$ cat config.mk
export PLATFORM = sky130hd
export DESIGN_NAME = fct_field_timer
export DESIGN_NICKNAME = d
export VERILOG_FILES = /design/src/rtl/fct_pkg.sv /design/src/rtl/fct_vsync_edge.sv /design/src/rtl/fct_line_pacer.sv /design/src/rtl/fct_field_seq.sv /design/src/rtl/fct_field_timer.sv
export SDC_FILE = /design/constraint.sdc
export NUM_CORES = 1
export LEC_CHECK = 0
export BUFFER_PORTS_ARGS = -buffer_cell sky130_fd_sc_hd__buf_2
export CORE_MARGIN = 4
export CORE_UTILIZATION = 35
export CTS_CLUSTER_SIZE = 14
export DETAILED_ROUTE_END_ITERATION = 16
export GPL_ROUTABILITY_DRIVEN = 0
export SETUP_SLACK_MARGIN = 0.1
export SYNTH_ARGS = -nofsm -noshare
export SYNTH_HDL_FRONTEND = slang
export SYNTH_SLANG_ARGS = --single-unit
export TNS_END_PERCENT = 20
$ cat constraint.sdc
create_clock -name clk_i -period 4.9 [get_ports clk_i]
set_input_delay 0.49 -clock clk_i [delete_from_list [all_inputs] [get_ports clk_i]]
set_output_delay 0.49 -clock clk_i [all_outputs]
set_load 0.03 [all_outputs]
$ cat src/rtl/fct_pkg.sv
// Package: shared types and decode for the field timing counter.
// Assumes the timing-mode encoding is fixed at 2 bits, with 0 meaning slave mode 0.
package fct_pkg;

    typedef enum logic [1:0] {
        TM_SLAVE0 = 2'd0,
        TM_SLAVE1 = 2'd1,
        TM_SLAVE2 = 2'd2,
        TM_MASTER = 2'd3
    } tmode_e;

    // Realignment is honoured only when enabled and not in slave mode 0.
    function automatic logic resync_active(input logic en, input logic [1:0] mode);
        return en && (mode != TM_SLAVE0);
    endfunction

endpackage

$ cat src/rtl/fct_vsync_edge.sv
// Module: synchronizes the asynchronous vertical sync and gives a one-clock pulse
// on its rising edge.
// Assumes STAGES >= 2. The pulse comes STAGES edges after the first sampling edge
// and is valid for one clock.
module fct_vsync_edge #(
    parameter int STAGES = 2
) (
    input  logic clk_i,
    input  logic rst_ni,
    input  logic vsync_i,
    output logic rise_o
);

    logic [STAGES:0] shift_q;

    // Purpose: shift the sync through the synchronizer plus one history flop.
    always_ff @(posedge clk_i) begin
        if (!rst_ni) begin
            shift_q <= '0;
        end else begin
            shift_q <= {shift_q[STAGES-1:0], vsync_i};
        end
    end

    // Purpose: a rising edge is the newest synchronized level high and the previous level low.
    always_comb begin
        rise_o = shift_q[STAGES-1] & ~shift_q[STAGES];
    end

endmodule

$ cat src/rtl/fct_line_pacer.sv
// Module: counts enabled pixel clocks and gives a line-advance pulse on the last pixel of a line.
// Assumes both line lengths are at least 2. A restart request puts the pixel phase back to 0.
module fct_line_pacer #(
    parameter int PIX_525 = 858,
    parameter int PIX_625 = 864,
    localparam int PIX_MAX = (PIX_525 > PIX_625) ? PIX_525 : PIX_625,
    localparam int PIX_W   = $clog2(PIX_MAX)
) (
    input  logic clk_i,
    input  logic rst_ni,
    input  logic pix_en_i,
    input  logic std625_i,
    input  logic restart_i,
    output logic line_adv_o
);

    logic [PIX_W-1:0] pix_q;
    logic [PIX_W-1:0] pix_last;

    // Purpose: pick the last pixel index for the selected standard.
    always_comb begin
        pix_last   = std625_i ? PIX_W'(PIX_625 - 1) : PIX_W'(PIX_525 - 1);
        line_adv_o = pix_en_i && (pix_q == pix_last);
    end

    // Purpose: advance the pixel phase on enabled clocks and wrap at the line end.
    always_ff @(posedge clk_i) begin
        if (!rst_ni) begin
            pix_q <= '0;
        end else if (restart_i) begin
            pix_q <= '0;
        end else if (pix_en_i) begin
            pix_q <= (pix_q == pix_last) ? '0 : pix_q + PIX_W'(1);
        end
    end

endmodule

$ cat src/rtl/fct_field_seq.sv
// Module: line and field sequencer. It counts lines, toggles the field at boundaries,
// parks on the last line while waiting for a late sync, and restarts on an early sync.
// Assumes LINE_W holds the longest field length. Field 0 uses the long length.
module fct_field_seq #(
    parameter int LONG_525  = 263,
    parameter int SHORT_525 = 262,
    parameter int LONG_625  = 313,
    parameter int SHORT_625 = 312,
    parameter int LINE_W    = 9
) (
    input  logic              clk_i,
    input  logic              rst_ni,
    input  logic              std625_i,
    input  logic              rs_act_i,
    input  logic              sync_i,
    input  logic              line_adv_i,
    output logic [LINE_W-1:0] line_o,
    output logic              field_o,
    output logic              sof_o,
    output logic              eof_o
);

    logic [LINE_W-1:0] line_q;
    logic [LINE_W-1:0] hold_cnt_q;
    logic              hold_q;
    logic              field_q;
    logic              sof_q;
    logic              eof_q;
    logic [LINE_W-1:0] len_m1;
    logic              at_last;

    // Purpose: the last line index of the current field, for the selected standard.
    always_comb begin
        if (std625_i) begin
            len_m1 = field_q ? LINE_W'(SHORT_625 - 1) : LINE_W'(LONG_625 - 1);
        end else begin
            len_m1 = field_q ? LINE_W'(SHORT_525 - 1) : LINE_W'(LONG_525 - 1);
        end
        at_last = (line_q >= len_m1);
    end

    // Purpose: the line/field state machine, with the sync restart taking priority over counting.
    always_ff @(posedge clk_i) begin
        if (!rst_ni) begin
            line_q     <= '0;
            hold_cnt_q <= '0;
            hold_q     <= 1'b0;
            field_q    <= 1'b0;
            sof_q      <= 1'b0;
            eof_q      <= 1'b0;
        end else begin
            sof_q <= 1'b0;
            eof_q <= 1'b0;
            if (rs_act_i && sync_i) begin
                line_q     <= '0;
                field_q    <= ~field_q;
                hold_q     <= 1'b0;
                hold_cnt_q <= '0;
                sof_q      <= 1'b1;
            end else if (line_adv_i) begin
                if (hold_q) begin
                    if (rs_act_i && (hold_cnt_q != len_m1)) begin
                        hold_cnt_q <= hold_cnt_q + LINE_W'(1);
                    end else begin
                        line_q     <= '0;
                        field_q    <= ~field_q;
                        hold_q     <= 1'b0;
                        hold_cnt_q <= '0;
                        sof_q      <= 1'b1;
                    end
                end else if (at_last) begin
                    eof_q <= 1'b1;
                    if (rs_act_i) begin
                        hold_q     <= 1'b1;
                        hold_cnt_q <= '0;
                    end else begin
                        line_q  <= '0;
                        field_q <= ~field_q;
                        sof_q   <= 1'b1;
                    end
                end else begin
                    line_q <= line_q + LINE_W'(1);
                end
            end
        end
    end

    assign line_o  = line_q;
    assign field_o = field_q;
    assign sof_o   = sof_q;
    assign eof_o   = eof_q;

endmodule

$ cat src/rtl/fct_field_timer.sv
// Module: top of the field timing counter. It joins the sync edge detector, the
// pixel-to-line pacer and the line/field sequencer.
// Assumes vsync_i is asynchronous and all other inputs are synchronous to clk_i.
module fct_field_timer #(
    parameter int PIX_525     = 858,
    parameter int PIX_625     = 864,
    parameter int LONG_525    = 263,
    parameter int SHORT_525   = 262,
    parameter int LONG_625    = 313,
    parameter int SHORT_625   = 312,
    parameter int SYNC_STAGES = 2,
    parameter int LINE_W      = $clog2(LONG_625 + 1)
) (
    input  logic              clk_i,
    input  logic              rst_ni,
    input  logic              pix_en_i,
    input  logic              vsync_i,
    input  logic              resync_en_i,
    input  logic [1:0]        tmode_i,
    input  logic              std625_i,
    output logic [LINE_W-1:0] line_o,
    output logic              field_o,
    output logic              sof_o,
    output logic              eof_o
);

    logic vs_rise;
    logic rs_act;
    logic restart;
    logic line_adv;

    // Purpose: decode whether realignment applies, and raise the restart request.
    always_comb begin
        rs_act  = fct_pkg::resync_active(resync_en_i, tmode_i);
        restart = rs_act && vs_rise;
    end

    fct_vsync_edge #(.STAGES(SYNC_STAGES)) u_edge (
        .clk_i   (clk_i),
        .rst_ni  (rst_ni),
        .vsync_i (vsync_i),
        .rise_o  (vs_rise)
    );

    fct_line_pacer #(.PIX_525(PIX_525), .PIX_625(PIX_625)) u_pacer (
        .clk_i      (clk_i),
        .rst_ni     (rst_ni),
        .pix_en_i   (pix_en_i),
        .std625_i   (std625_i),
        .restart_i  (restart),
        .line_adv_o (line_adv)
    );

    fct_field_seq #(
        .LONG_525 (LONG_525),  .SHORT_525(SHORT_525),
        .LONG_625 (LONG_625),  .SHORT_625(SHORT_625),
        .LINE_W   (LINE_W)
    ) u_seq (
        .clk_i      (clk_i),
        .rst_ni     (rst_ni),
        .std625_i   (std625_i),
        .rs_act_i   (rs_act),
        .sync_i     (vs_rise),
        .line_adv_i (line_adv),
        .line_o     (line_o),
        .field_o    (field_o),
        .sof_o      (sof_o),
        .eof_o      (eof_o)
    );

endmodule

# Yosys cells after proc, flatten, opt, wreduce, memory -nomap -nowiden
# Cells that the tools add are included.
[totals]
reg_bits = 35
input_bits = 8
word_cells = 67
[classes]
n_addsub = 3
n_lt_le_gt_ge = 1
eq_ne = 6
mux = 30
n_bitwise = 5
reduce_logical = 14
[ops]
columns = ["operator", "n"]
rows = [
  ["two-way mux 9 bit", 9],
  ["adder 9 x 1 -> 9 bit (second input constant)", 2],
  ["two-way mux 1 bit", 17],
  ["adder 10 x 1 -> 10 bit (second input constant)", 1],
  ["equality test 10 bit", 1],
  ["two-way mux 10 bit", 1],
  ["greater-or-equal comparator 9 bit", 1],
  ["!= test 3 bit (second input constant)", 3],
  ["!= test 9 bit", 1],
  ["nonzero test 2 bit", 4],
  ["AND reduction 3 bit", 2],
  ["logical AND 1 bit", 4],
  ["two-way mux 4 bit", 1],
  ["inverter 1 bit", 4],
  ["AND reduction 4 bit", 1],
  ["OR reduction 4 bit", 1],
  ["two-way mux 3 bit", 1],
  ["nonzero test 3 bit", 1],
  ["two-way mux 2 bit", 1],
  ["!= test 2 bit (second input constant)", 1],
  ["OR reduction 2 bit", 1],
  ["AND 1 bit", 1],
]

# Longest topological paths before layout
# Gate-level depths: netlist of run 1.
[logic_depth]
depth_word = 8
depth_mapped = 11

# Cells and area by module
# From an unflattened synthesis of run 1, not the netlist that was laid out.
[unflattened]
hier_cells = 236
hier_area_um2 = 2016.9
[modules_own_cells]
columns = ["module", "n_inst", "cells_each", "area_each_um2", "seq_area_each_um2"]
rows = [
  ["fct_field_seq", 1, 173, 1401.3, 440.4],
  ["fct_line_pacer", 1, 54, 505.5, 200.2],
  ["fct_vsync_edge", 1, 7, 92.6, 60.1],
  ["fct_field_timer", 1, 2, 17.5, 0.0],
]

# Worst setup path after synthesis of run 1
# OpenSTA, ideal clock, no wires.
[synth_timing]
kind = "register -> register"
start = "reg u_seq.field_q (netlist: u_seq.field_o)"
end = "reg u_seq.hold_cnt_q[1]"
setup_time_ps = 68
arrival_ps = 2528
required_time_ps = 4832
slack_ps = 2304
stages_incl_launch_ff = 11
n_path_buf = 1
period_less_slack_ps = 2596
path_cell_list = "dfxtp_1 inv_1 ha_1 inv_1 ha_1 a31oi_1 o211ai_1 or3b_1 buf_6 or3_4 a21oi_2"
[synth_via]
elab_chain_len = 6
elab_cells_between_ends = 10
classes_between = "order compare (1); eq/ne (1); mux (5); reduce/logical (3)"
[synth_lines]
columns = ["element", "line", "rtl"]
rows = [
  ["start, declared", "fct_field_seq.sv:26", "logic field_q;"],
  ["start signal, assigned", "fct_field_seq.sv:56", "field_q <= ~field_q;"],
  ["start signal, assigned", "fct_field_seq.sv:66", "field_q <= ~field_q;"],
  ["start signal, assigned", "fct_field_seq.sv:78", "field_q <= ~field_q;"],
  ["two-way mux 2 bit or two-way mux 4 bit (tied branches)", "fct_field_seq.sv:37, fct_field_seq.sv:35", ""],
  ["two-way mux 9 bit (*)", "fct_field_seq.sv:34", "if (std625_i) begin"],
  ["branches (longest 4 deep; another with greater-or-equal comparator 9 bit)", "-", ""],
  ["end signal, assigned", "fct_field_seq.sv:63", "hold_cnt_q <= hold_cnt_q + LINE_W'(1);"],
  ["end, declared", "fct_field_seq.sv:24", "logic [LINE_W-1:0] hold_cnt_q;"],
]
# Every way passes the cells marked *.
# A chain may end at the register's enable or synchronous reset.

# Final worst setup path of run 1
[layout_timing]
start = "reg u_seq.field_q (netlist: u_seq.field_o)"
end = "reg u_seq.line_q[7] (netlist: u_seq.line_o[7])"
[layout_via]
elab_chain_len = 6
elab_cells_between_ends = 11
classes_between = "order compare (1); eq/ne (3); mux (5); reduce/logical (2)"
[layout_lines]
columns = ["element", "line", "rtl"]
rows = [
  ["two-way mux 2 bit or two-way mux 4 bit (tied branches)", "fct_field_seq.sv:37, fct_field_seq.sv:35", ""],
  ["two-way mux 9 bit (*)", "fct_field_seq.sv:34", ""],
  ["branches (longest 4 deep; another with greater-or-equal comparator 9 bit)", "-", ""],
  ["end signal, assigned", "fct_field_seq.sv:82", "line_q <= line_q + LINE_W'(1);"],
  ["end, declared", "fct_field_seq.sv:23", "logic [LINE_W-1:0] line_q;"],
]
# Marked as above.

==> key figures, run 1 <==
Clock network
  – Clock root cell: clkbuf_8
  – CTS Buffer Depth: 2
  – Worst-skew pair later-pin latency: 0.29 ns
  – CTS tree: built
  – Cts hold-fix bufs: 0
  – # Post-CTS Setup Buffers: 0
  – Post-CTS Resized: 0
  – H-Tree Depth: 2
  – Total CTS buffers: 5
  – CTS clock-pin slew for the worst setup and hold paths: 0.08 ns
  – CTS sink cnt: 35

Setup path
  – CP max-delay cell: nor3_1
  – Worst setup path start: u_seq.field_o
  – Critical path startpoint category: flop
  – Worst-path cell chain: inv_1 -> ha_1 -> ha_1 -> a21o_1 -> a31oi_1 -> o21ai_0 -> nor3_1 -> nand2_1 -> o31ai_1
  – WS Path Type: reg -> reg
  – Setup crit end kind: flop
  – Reg2Reg Launch Point: u_seq.field_o
  – Critical path required time: 5.11 ns
  – Reg2reg path depth: 9
  – Worst EP arrival: 2.87 ns
  – CP Max Fanout: 5
  – Most used cell, CP: ha_1
  – CP max stage delay: 0.45 ns

Synth
  – Post-synthesis sequential area ratio: 0.369
  – Synthesized area per cell: 8.26 µm²
  – Distinct cells, synth: 45
  – Post-synthesis compound-gate area fraction: 0.181
  – Syn_nets: 248
  – Yosys reg bits: 35
  – Post-synth EDFFs: 0
  – XOR/XNOR Fraction of Synth Area: 0.0507
  – Synthesized area: 1900 µm²
  – Area share of fa/ha/maj cells after synthesis: 0.0658
  – Ys async rst share: 0
  – Synth Flop Type: dfxtp_1
  – Multiplexer share of the synthesized area: 0.0105
  – Simple-gate share of the synthesized area: 0.278
  – Syn. warnings: 0
  – Synthesized instance count: 230
  – Largest family of logic cells by synthesized area: simple AND/OR/NAND/NOR gates

Drt
  – DR pass1 iterations: 4
  – Post-Route WL: 4.08 mm
  – Vias: 1,661
  – # DRC: 0
  – First-iteration detailed-routing DRC count: 104
  – Post-route ant nets: 0
  – WL/cell: 12.6 µm
  – Vias per std cell: 5.14

Timing
  – Hold slack: 0.413 ns
  – Setup ws final: 2.23 ns
  – Final Hold Viols: 0
  – Pins Over Slew Limit: 0
  – Slew Limit Headroom: 0.486
  – Fin crit period: 2.67 ns
  – Slew @ Worst Pin: 0.772 ns
  – Tcrit/Tclk final: 0.544
  – Fmax: 375 MHz
  – Skew final: 0.00894 ns
  – Setup_tns: 0 ns
  – Final setup viols: 0
  – RSZ-0062 raised after global routing: false

Run status
  – Outcome: finished, final reports clean

Die
  – Starting Density: 0.367
  – Core footprint: 5170 µm²
  – Die area: 6670 µm²
  – Io pins: 20
  – Die X: 81.7 µm
  – Row count: 26
  – Overall die height: 81.7 µm

Placement
  – Post-Place Worst Slack: 2.12 ns
  – PortBufs: 19
  – Post-DP HPWL: 3.06 mm
  – Dpl cells: 315

GRT
  – Gr usage total: 0.136
  – Top Usage Layer GRT: met2
  – Grt met3 use: 0.0329
  – Grt met1 use: 0.193
  – Antenna violations before repair: 0
  – Vias in the first global route: 1,533
  – Grt total ovfl: 0
  – Largest net degree at the start of global routing: 14
  – Met2 usage: 0.200
  – Global-route wire length before repair: 7.08 mm

Cells and area
  – Post-route insts no fill: 323
  – Diode count: 0
  – Layout cells sized above 1: 0.126
  – Nets: 270
  – Synth-to-Final Area Change: 13.1%
  – Filler Cell Count: 535
  – Register area: 701 µm²
  – Area of the multi-input gates: 1110 µm²

Power and ir drop
  – Maximum vdd drop: 0.139 mV
  – Pwr dens: 246 nW/µm²
  – Leakage: 0.875 nW

Flow run
  – Max-cap viol count: 0

Worst hold path
  – Worst min-delay path startpoint: vsync_i
  – Class of the worst hold path: in -> reg
  – Hold path depth: 2
-- cell type report --
type,count,area share
clock buffers,6,0.0338
clock inverters,2,0.00582
inverters,14,0.0244
multi-input cells,175,0.518
flip-flops and latches,35,0.326
well taps,70,0.0407
repair buffers,21,0.0512
-- power by group --
part           internal, mW  leakage [nW]  switching, mW
clock network        0.0993        0.0412          0.105
logic                0.0123         0.551         0.0215
registers             0.287         0.283        0.00297
total                 0.399         0.875          0.129
-- registers in the layout, summed over array words and instances (netlist names) --
signal            flops
u_pacer.pix_q        10
u_edge.shift_q        3
u_seq.eof_o           1
u_seq.sof_o           1
u_seq.hold_q          1
u_seq.field_o         1
u_seq.line_o          9
u_seq.hold_cnt_q      9
-- kinds of logic after synthesis --
family                   Yosys count
adder cells (fa/ha/maj)           10
AO/OA/AOI/OAI                     52
buffers and inverters             20
multiplexers                       2
AND/OR/NAND/NOR                  100
XOR/XNOR                          11
flip-flops                        35
-- routing by layer --
| layer | routed length [µm] | vias up |
|---|---|---|
| met1 | 2110 | 771 |
| met5 | 0 | - |
| met2 | 1760 | 24 |
| li1 | - | 862 |
| met3 | 163 | 4 |
| met4 | 46 | 0 |
-- synthesized netlist by cell type, types with 3 or more instances --
library cell  count  area, µm²
nor2_1           26       97.6
dfxtp_1          35        701
nor3_1            5       25.0
xnor2_1           6       52.6
a21oi_1           6       30.0
nand2_1          16       60.1
o211ai_1          9       67.6
or3_1             3       18.8
clkbuf_1          4       15.0
o21ai_0          16       80.1
xor2_1            5       43.8
nand3b_1          3       22.5
and3_1           12       75.1
and2_1            5       31.3
o41ai_1           4       35.0
nand3_1          11       55.1
nor2b_1           3       18.8
inv_1            14       52.6
nand2b_1          5       31.3
ha_1             10        125
-- critical path, delay by kind of cell, from the launching register on --
kind,cells,cell delay [ns]
adder cells (fa/ha/maj),2,0.53
AO/OA/AOI/OAI,4,0.87
buffers and inverters,1,0.11
flip-flops,1,0.40
AND/OR/NAND/NOR,2,0.68
-- through the flow --
stage	total power, mW	util	cell area [µm²]
2_1_floorplan	0.320	-	1900
3_3_place_gp	0.330	0.399	2060
3_5_place_dp	0.331	0.399	2060
4_1_cts	0.537	0.416	2150
5_1_grt	0.549	0.416	2150
6_report	0.528	0.416	2150
-- worst paths after layout --
check	end	slack (ns)
min reg2reg	u_edge.shift_q[1]	0.44
max	u_seq.line_o[7]	2.23
min	u_edge.shift_q[0]	0.41
max reg2reg	u_seq.line_o[7]	2.23
-- cells in the final DEF, fill, tap and decap left out, types with 3 or more instances in the layout --
cell type	instances
xor2_1	5
clkbuf_8	5
o211ai_1	9
o41ai_1	4
nor2b_1	3
nor3_1	5
ha_1	10
buf_2	19
nand3b_1	3
o21ai_0	16
nand2_1	16
a21oi_1	6
xnor2_1	6
nand2b_1	5
or3_1	3
and2_1	5
nor2_1	26
dfxtp_1	35
inv_1	14
nand3_1	11
and3_1	12
(Power assumes the default switching activity.)
==> run 2, diff against run 1 <==
Settings changed: ABC_AREA set to 1.
Clock period 4.9 ns to 2.2 ns, I/O delays scaled along.
==> key figures, run 2 <==
Timing
  – Tcrit/Tclk final: 0.902 (+0.357)
  – Fmax: 504 MHz (+34%)
  – Pins Over Slew Limit: 0 (unchanged)
  – Slew Limit Headroom: 0.713 (+0.228)
  – Setup_tns: 0 ns (unchanged)
  – RSZ-0062 raised after global routing: true
  – Skew final: 0.00741 ns (-0.00153 ns)
  – Fin crit period: 1.98 ns (-0.684 ns)
  – Final setup viols: 0 (unchanged)
  – Slew @ Worst Pin: 0.427 ns (-0.344 ns)
  – Final Hold Viols: 0 (unchanged)

Setup path
  – Reg2Reg Launch Point: u_seq.field_o
  – Reg2reg path depth: 14 (+5)
  – CP Max Fanout: 6 (+1)
  – Setup crit end kind: flop
  – Critical path required time: 2.39 ns (-2.72 ns)
  – WS Path Type: reg -> reg
  – Critical path startpoint category: flop
  – Worst setup path start: u_seq.field_o
  – Worst EP arrival: 2.18 ns (-0.69 ns)

Worst hold path
  – Hold path depth: 3 (+1)
  – Class of the worst hold path: in -> reg
  – Worst min-delay path startpoint: vsync_i

Drt
  – DR pass1 iterations: 4 (unchanged)
  – Vias: 1,959 (+18%)
  – # DRC: 0 (unchanged)
  – Post-route ant nets: 0 (unchanged)
  – Post-Route WL: 4.67 mm (+15%)
  – Vias per std cell: 4.53 (-12%)
  – First-iteration detailed-routing DRC count: 80 (-23%)
  – WL/cell: 10.8 µm (-14%)

Synth
  – Syn_nets: 348 (+40%)
  – Most frequent cells after synthesis: nor2_1, nand2_1, inv_1
  – Synth top area share: 0.333 (-0.0361)
  – Synthesized area per cell: 6.38 µm² (-23%)
  – Area leader, netlist: dfxtp_1
  – Ys async rst share: 0 (unchanged)
  – Synthesized area: 2110 µm² (+11%)
  – Yosys reg bits: 35 (unchanged)
  – Syn. warnings: 0 (unchanged)
  – Synth Flop Type: dfxtp_1
  – Post-synthesis sequential area ratio: 0.333 (-0.0361)
  – Synthesized instance count: 330 (+43%)
  – Post-synth EDFFs: 0 (unchanged)
  – Distinct cells, synth: 25 (-44%)
  – Count leader, synth: nor2_1
  – Top area cells in the synthesized netlist: dfxtp_1, nor2_1, nand2_1

Clock network
  – CTS Buffer Depth: 2 (unchanged)
  – Clock root cell: clkbuf_8
  – CTS sink cnt: 35 (unchanged)
  – Worst-skew pair later-pin latency: 0.29 ns (about the same)
  – CTS tree: built
  – # Post-CTS Setup Buffers: 0 (unchanged)
  – H-Tree Depth: 2 (unchanged)
  – Total CTS buffers: 5 (unchanged)
  – CTS clock-pin slew for the worst setup and hold paths: 0.08 ns (about the same)

GRT
  – Grt total ovfl: 0 (unchanged)
  – Antenna violations before repair: 0 (unchanged)
  – Gr usage total: 0.131 (-0.00489)
  – Vias in the first global route: 1,761 (+15%)
  – Largest net degree at the start of global routing: 13 (-1)
  – Global-route wire length before repair: 7.81 mm (+10%)

Cells and area
  – Diode count: 0 (unchanged)
  – Filler Cell Count: 612 (+14%)
  – Commonest non-fill, non-tap cell in the layout: nor2_1
  – Final Util: 0.443 (+0.0273)
  – Most frequent cells in the layout: nor2_1, nand2_1, inv_1
  – Design Area, Final: 2510 µm² (+17%)
  – Synth-to-Final Area Change: 19.3%
  – Layout cells sized above 1: 0.150 (+0.0235)
  – Register area: 702 µm² (+0.18%)
  – Largest Register: u_pacer.pix_q
  – Nets: 377 (+40%)
  – Max reg flops: 10 (unchanged)
  – Post-route insts no fill: 432 (+34%)
  – Area of the multi-input gates: 1250 µm² (+12%)

Die
  – Core footprint: 5680 µm² (+9.7%)
  – Overall die height: 85.6 µm (+4.8%)
  – Io pins: 20 (unchanged)
  – Starting Density: 0.371 (+0.00381)
  – Die area: 7330 µm² (+9.8%)
  – Row count: 27 (+3.8%)
  – Die X: 85.6 µm (+4.8%)

Placement
  – Dpl cells: 423 (+34%)
  – Post-DP HPWL: 3.47 mm (+13%)
  – Placed Area: 2310 µm² (+12%)
  – PortBufs: 19 (unchanged)

Power and ir drop
  – Leakage: 1.22 nW (+39%)
  – Pwr dens: 527 nW/µm² (+110%)
  – Maximum vdd drop: 0.311 mV (+120%)

Flow run
  – Max-cap viol count: 0 (unchanged)

Run status
  – Outcome: finished, final reports clean
## run 2: changes by cell type after synthesis, sizes merged, moves of 5 or more
cell    previous run  this run
nor2              26        76
and3              12         0
and2               5         0
o21bai             0         5
nand3             11        18
nand2b             5         0
inv               14        56
nand2             16        73
o211ai             9         0
a21oi              7        12
## run 2: metrics by stage
step	worst slack [ns]	hold WS, ns	power, mW
2_1_floorplan	0.108	0.313	0.707
3_3_place_gp	0.103	0.397	0.732
3_5_place_dp	0.0798	0.403	0.733
4_1_cts	0.137	0.100	1.35
5_1_grt	0.0623	0.122	1.40
6_report	0.216	0.113	1.32
## run 2: path summary, 6_finish.rpt
check                                         end  slack [ns]
worst min-delay path            u_edge.shift_q[0]        0.11
worst max register to register    u_seq.line_o[6]        0.22
worst min register to register  u_edge.shift_q[1]        0.41
worst max-delay path              u_seq.line_o[6]        0.22
## run 2: layer usage
layer | vias up | wire, µm | global-route usage
li1 | 1075 | - | -
met1 | 845 | 2190 | 0.168
met2 | 31 | 2160 | 0.213
met3 | 8 | 229 | 0.0288
met5 | - | 0 | 0
met4 | 0 | 89 | 0.0518
## run 2: cell type report
| type | count | share of cell area |
|---|---|---|
| sequential | 35 | 0.279 |
| inverter | 56 | 0.0836 |
| clock inverter | 2 | 0.0139 |
| tap | 72 | 0.0358 |
| clock buffer | 6 | 0.0329 |
| timing repair buffer | 25 | 0.0572 |
| multi-input combinational | 236 | 0.497 |
## run 2: cells by family after synthesis
family,count (synthesis),share of synthesized area
fa+ha+maj,10,0.0594
flops,35,0.333
xor+xnor,9,0.0374
compound gates,33,0.0861
buf+inv,60,0.113
simple gates,183,0.371
## run 2: power by group
group          internal [mW]  switching [mW]
registers              0.640         0.00493
clock network          0.367           0.237
logic                 0.0279          0.0473
## run 2: worst max-delay path, stage by stage (launching register included)
cell and delay [ns]:
dfxtp_2 0.32, inv_1 0.09, ha_4 0.28, inv_1 0.04, ha_1 0.26, nand2_1 0.07, nor2_1 0.04, nand2_1 0.05
nand3_1 0.07, nand2_2 0.12, nand2_2 0.08, nand2_4 0.14, nand3_4 0.13, o21bai_1 0.16, nor2_1 0.05
## run 2: timing repair
item                       4_1_cts  5_1_grt
resized for setup                1       14
hold buffers                     0        0
pin swaps                        0        1
setup endpoints to repair        6       21
cloned                           0        1
==> run 3, diff against run 2 <==
Clock period 2.2 ns to 2 ns, I/O delays scaled along.
==> key figures, run 3 (synthesized netlist as in run 2, its figures left out) <==
Run status
  – Outcome: finished, final reports clean

Clock network
  – Worst-skew pair later-pin latency: 0.29 ns (about the same)
  – Clock root cell: clkbuf_8
  – CTS Buffer Depth: 2 (unchanged)
  – CTS tree: built
  – CTS sink cnt: 35 (unchanged)
  – H-Tree Depth: 2 (unchanged)
  – CTS clock-pin slew for the worst setup and hold paths: 0.08 ns (about the same)
  – Cts hold-fix bufs: 0 (unchanged)
  – Total CTS buffers: 5 (unchanged)

Cells and area
  – Max reg flops: 10 (unchanged)
  – Commonest non-fill, non-tap cell in the layout: nor2_1
  – Filler Cell Count: 586 (-4.2%)
  – Design Area, Final: 2680 µm² (+6.8%)
  – Synth-to-Final Area Change: 27.4%
  – Nets: 386 (+2.4%)
  – Diode count: 0 (unchanged)
  – Layout cells sized above 1: 0.222 (+0.0722)
  – Final Util: 0.473 (+0.0300)
  – Most frequent cells in the layout: nor2_1, nand2_1, inv_1
  – Largest Register: u_pacer.pix_q

Setup path
  – Worst-path cell chain: inv_4 -> ha_4 -> inv_4 -> ha_4 -> nand2_2 -> nor2_2 -> nand2_1 -> nand3_2 -> nand2_4 -> nand3_4 -> nand2_1 -> o21ai_1 -> nor2_1
  – CP max-delay cell: dfxtp_4
  – Critical path required time: 2.19 ns (-0.20 ns)
  – Setup crit end kind: flop
  – RR Endpoint: u_seq.hold_cnt_q[5]
  – Reg2reg path depth: 13 (-1)
  – Reg2Reg Launch Point: u_seq.field_o
  – WS Path Type: reg -> reg
  – Worst Path Buf+Inv: 2 (unchanged)
  – Instance count on the critical path: 13 (-1)
  – Reg2reg setup slack: 0.05 ns (-0.16 ns)
  – Delay-heaviest family, CP: simple AND/OR/NAND/NOR gates
  – Worst setup path start: u_seq.field_o
  – Critical path startpoint category: flop
  – CP endpoint: u_seq.hold_cnt_q[5]
  – CP max stage delay: 0.37 ns (+0.05 ns)
  – CP Max Fanout: 5 (-1)
  – Worst EP arrival: 2.13 ns (-0.05 ns)

Placement
  – Placed Area: 2380 µm² (+3.3%)
  – PortBufs: 19 (unchanged)
  – Post-DP HPWL: 3.62 mm (+4.6%)

Drt
  – Post-Route WL: 4.92 mm (+5.5%)
  – DR pass1 iterations: 4 (unchanged)
  – Vias per std cell: 4.57 (+0.71%)
  – Post-route ant nets: 0 (unchanged)
  – # DRC: 0 (unchanged)
  – Vias: 2,014 (+2.8%)
  – First-iteration detailed-routing DRC count: 94 (+18%)
  – WL/cell: 11.2 µm (+3.4%)

Timing
  – Pins Over Slew Limit: 0 (unchanged)
  – Skew final: 0.00837 ns (+0.000960 ns)
  – Setup_tns: 0 ns (unchanged)
  – Slew Limit Headroom: 0.649 (-0.0638)
  – RSZ-0062 raised after global routing: true
  – Fmax: 514 MHz (+1.9%)
  – Tcrit/Tclk final: 0.973 (+0.0712)
  – Fin crit period: 1.95 ns (-0.0379 ns)
  – Final setup viols: 0 (unchanged)
  – Final Hold Viols: 0 (unchanged)
  – Slew @ Worst Pin: 0.522 ns (+0.0950 ns)

Die
  – Overall die height: 85.6 µm (unchanged)
  – Row count: 27 (unchanged)
  – Die X: 85.6 µm (unchanged)
  – Die area: 7330 µm² (unchanged)
  – Io pins: 20 (unchanged)
  – Starting Density: 0.371 (unchanged)
  – Core footprint: 5680 µm² (unchanged)

Power and ir drop
  – Pwr dens: 546 nW/µm² (+3.6%)
  – Maximum vdd drop: 0.429 mV (+38%)
  – Leakage: 1.27 nW (+4.7%)

GRT
  – Largest net degree at the start of global routing: 13 (unchanged)
  – Gr usage total: 0.139 (+0.00814)
  – Vias in the first global route: 1,900 (+7.9%)
  – Grt total ovfl: 0 (unchanged)
  – Antenna violations before repair: 0 (unchanged)
  – Global-route wire length before repair: 8.35 mm (+6.9%)

Flow run
  – Max-cap viol count: 0 (unchanged)

Worst hold path
  – Class of the worst hold path: in -> reg
run 3: cell types whose count changed in the layout (fill, tap and decap cells not counted), sizes merged:
cell	change
buf	+9
clkbuf	-1
clkinv	+1
run 3: metal layers:
| metal | vias to the layer above | GRT usage | part of all wire |
|---|---|---|---|
| met2 | 27 | 0.226 | 0.46 |
| met1 | 884 | 0.183 | 0.50 |
| met5 | - | 0 | 0 |
| li1 | 1098 | - | - |
| met4 | 0 | 0.0518 | 0.014 |
| met3 | 5 | 0.0269 | 0.028 |
run 3: worst min path at each step:
stage                                 start                end  slack, ns  cells past startpoint
after floorplan                      rst_ni  u_edge.shift_q[0]       0.29                      2
after global routing                vsync_i  u_edge.shift_q[0]       0.11                      3
after CTS                           vsync_i  u_edge.shift_q[0]       0.09                      3
after global placement              vsync_i  u_edge.shift_q[0]       0.38                      3
after detailed placement  u_edge.shift_q[0]  u_edge.shift_q[1]       0.40                      2
final                               vsync_i  u_edge.shift_q[0]        0.1                      3
run 3: worst min-delay path: stages:
cell	delay, ns
buf_2	0.07
nand2_1	0.05
inv_1	0.04
run 3: what timing repair did:
item | 4_1_cts | 5_1_grt
cloned | 1 | 0
pin swaps | 4 | 11
buffers inserted | 2 | 2
resized for setup | 14 | 25
setup endpoints to repair | 15 | 21
run 3: final cells by class:
type / count / area (µm²) / area share
inverters: 56 / 218 / 0.0811
clock inverters: 3 / 43.8 / 0.0163
clock buffers: 5 / 68.8 / 0.0256
multi-input cells: 236 / 1340 / 0.501
repair buffers: 34 / 215 / 0.0802
flip-flops and latches: 35 / 704 / 0.262
well taps: 72 / 90.1 / 0.0336
run 3: power breakdown:
| part | leakage (nW) | total [mW] | internal (mW) | switching [mW] |
|---|---|---|---|---|
| Sequential | 0.284 | 0.708 | 0.702 | 0.00584 |
| Combinational | 0.932 | 0.101 | 0.0415 | 0.0600 |
| Clock | 0.0581 | 0.655 | 0.371 | 0.283 |
| Total | 1.27 | 1.46 | 1.12 | 0.349 |
run 3: metrics by stage:
stage	setup slack (ns)	cells	power, mW	hold WS (ns)
finish	0.0541	441	1.46	0.0966
global route	-0.0672	441	1.53	0.109
detailed placement	-0.00832	428	0.815	0.398
floorplan	0.101	330	0.780	0.293
CTS	0.0825	439	1.47	0.0907
global placement	0.0430	428	0.812	0.380
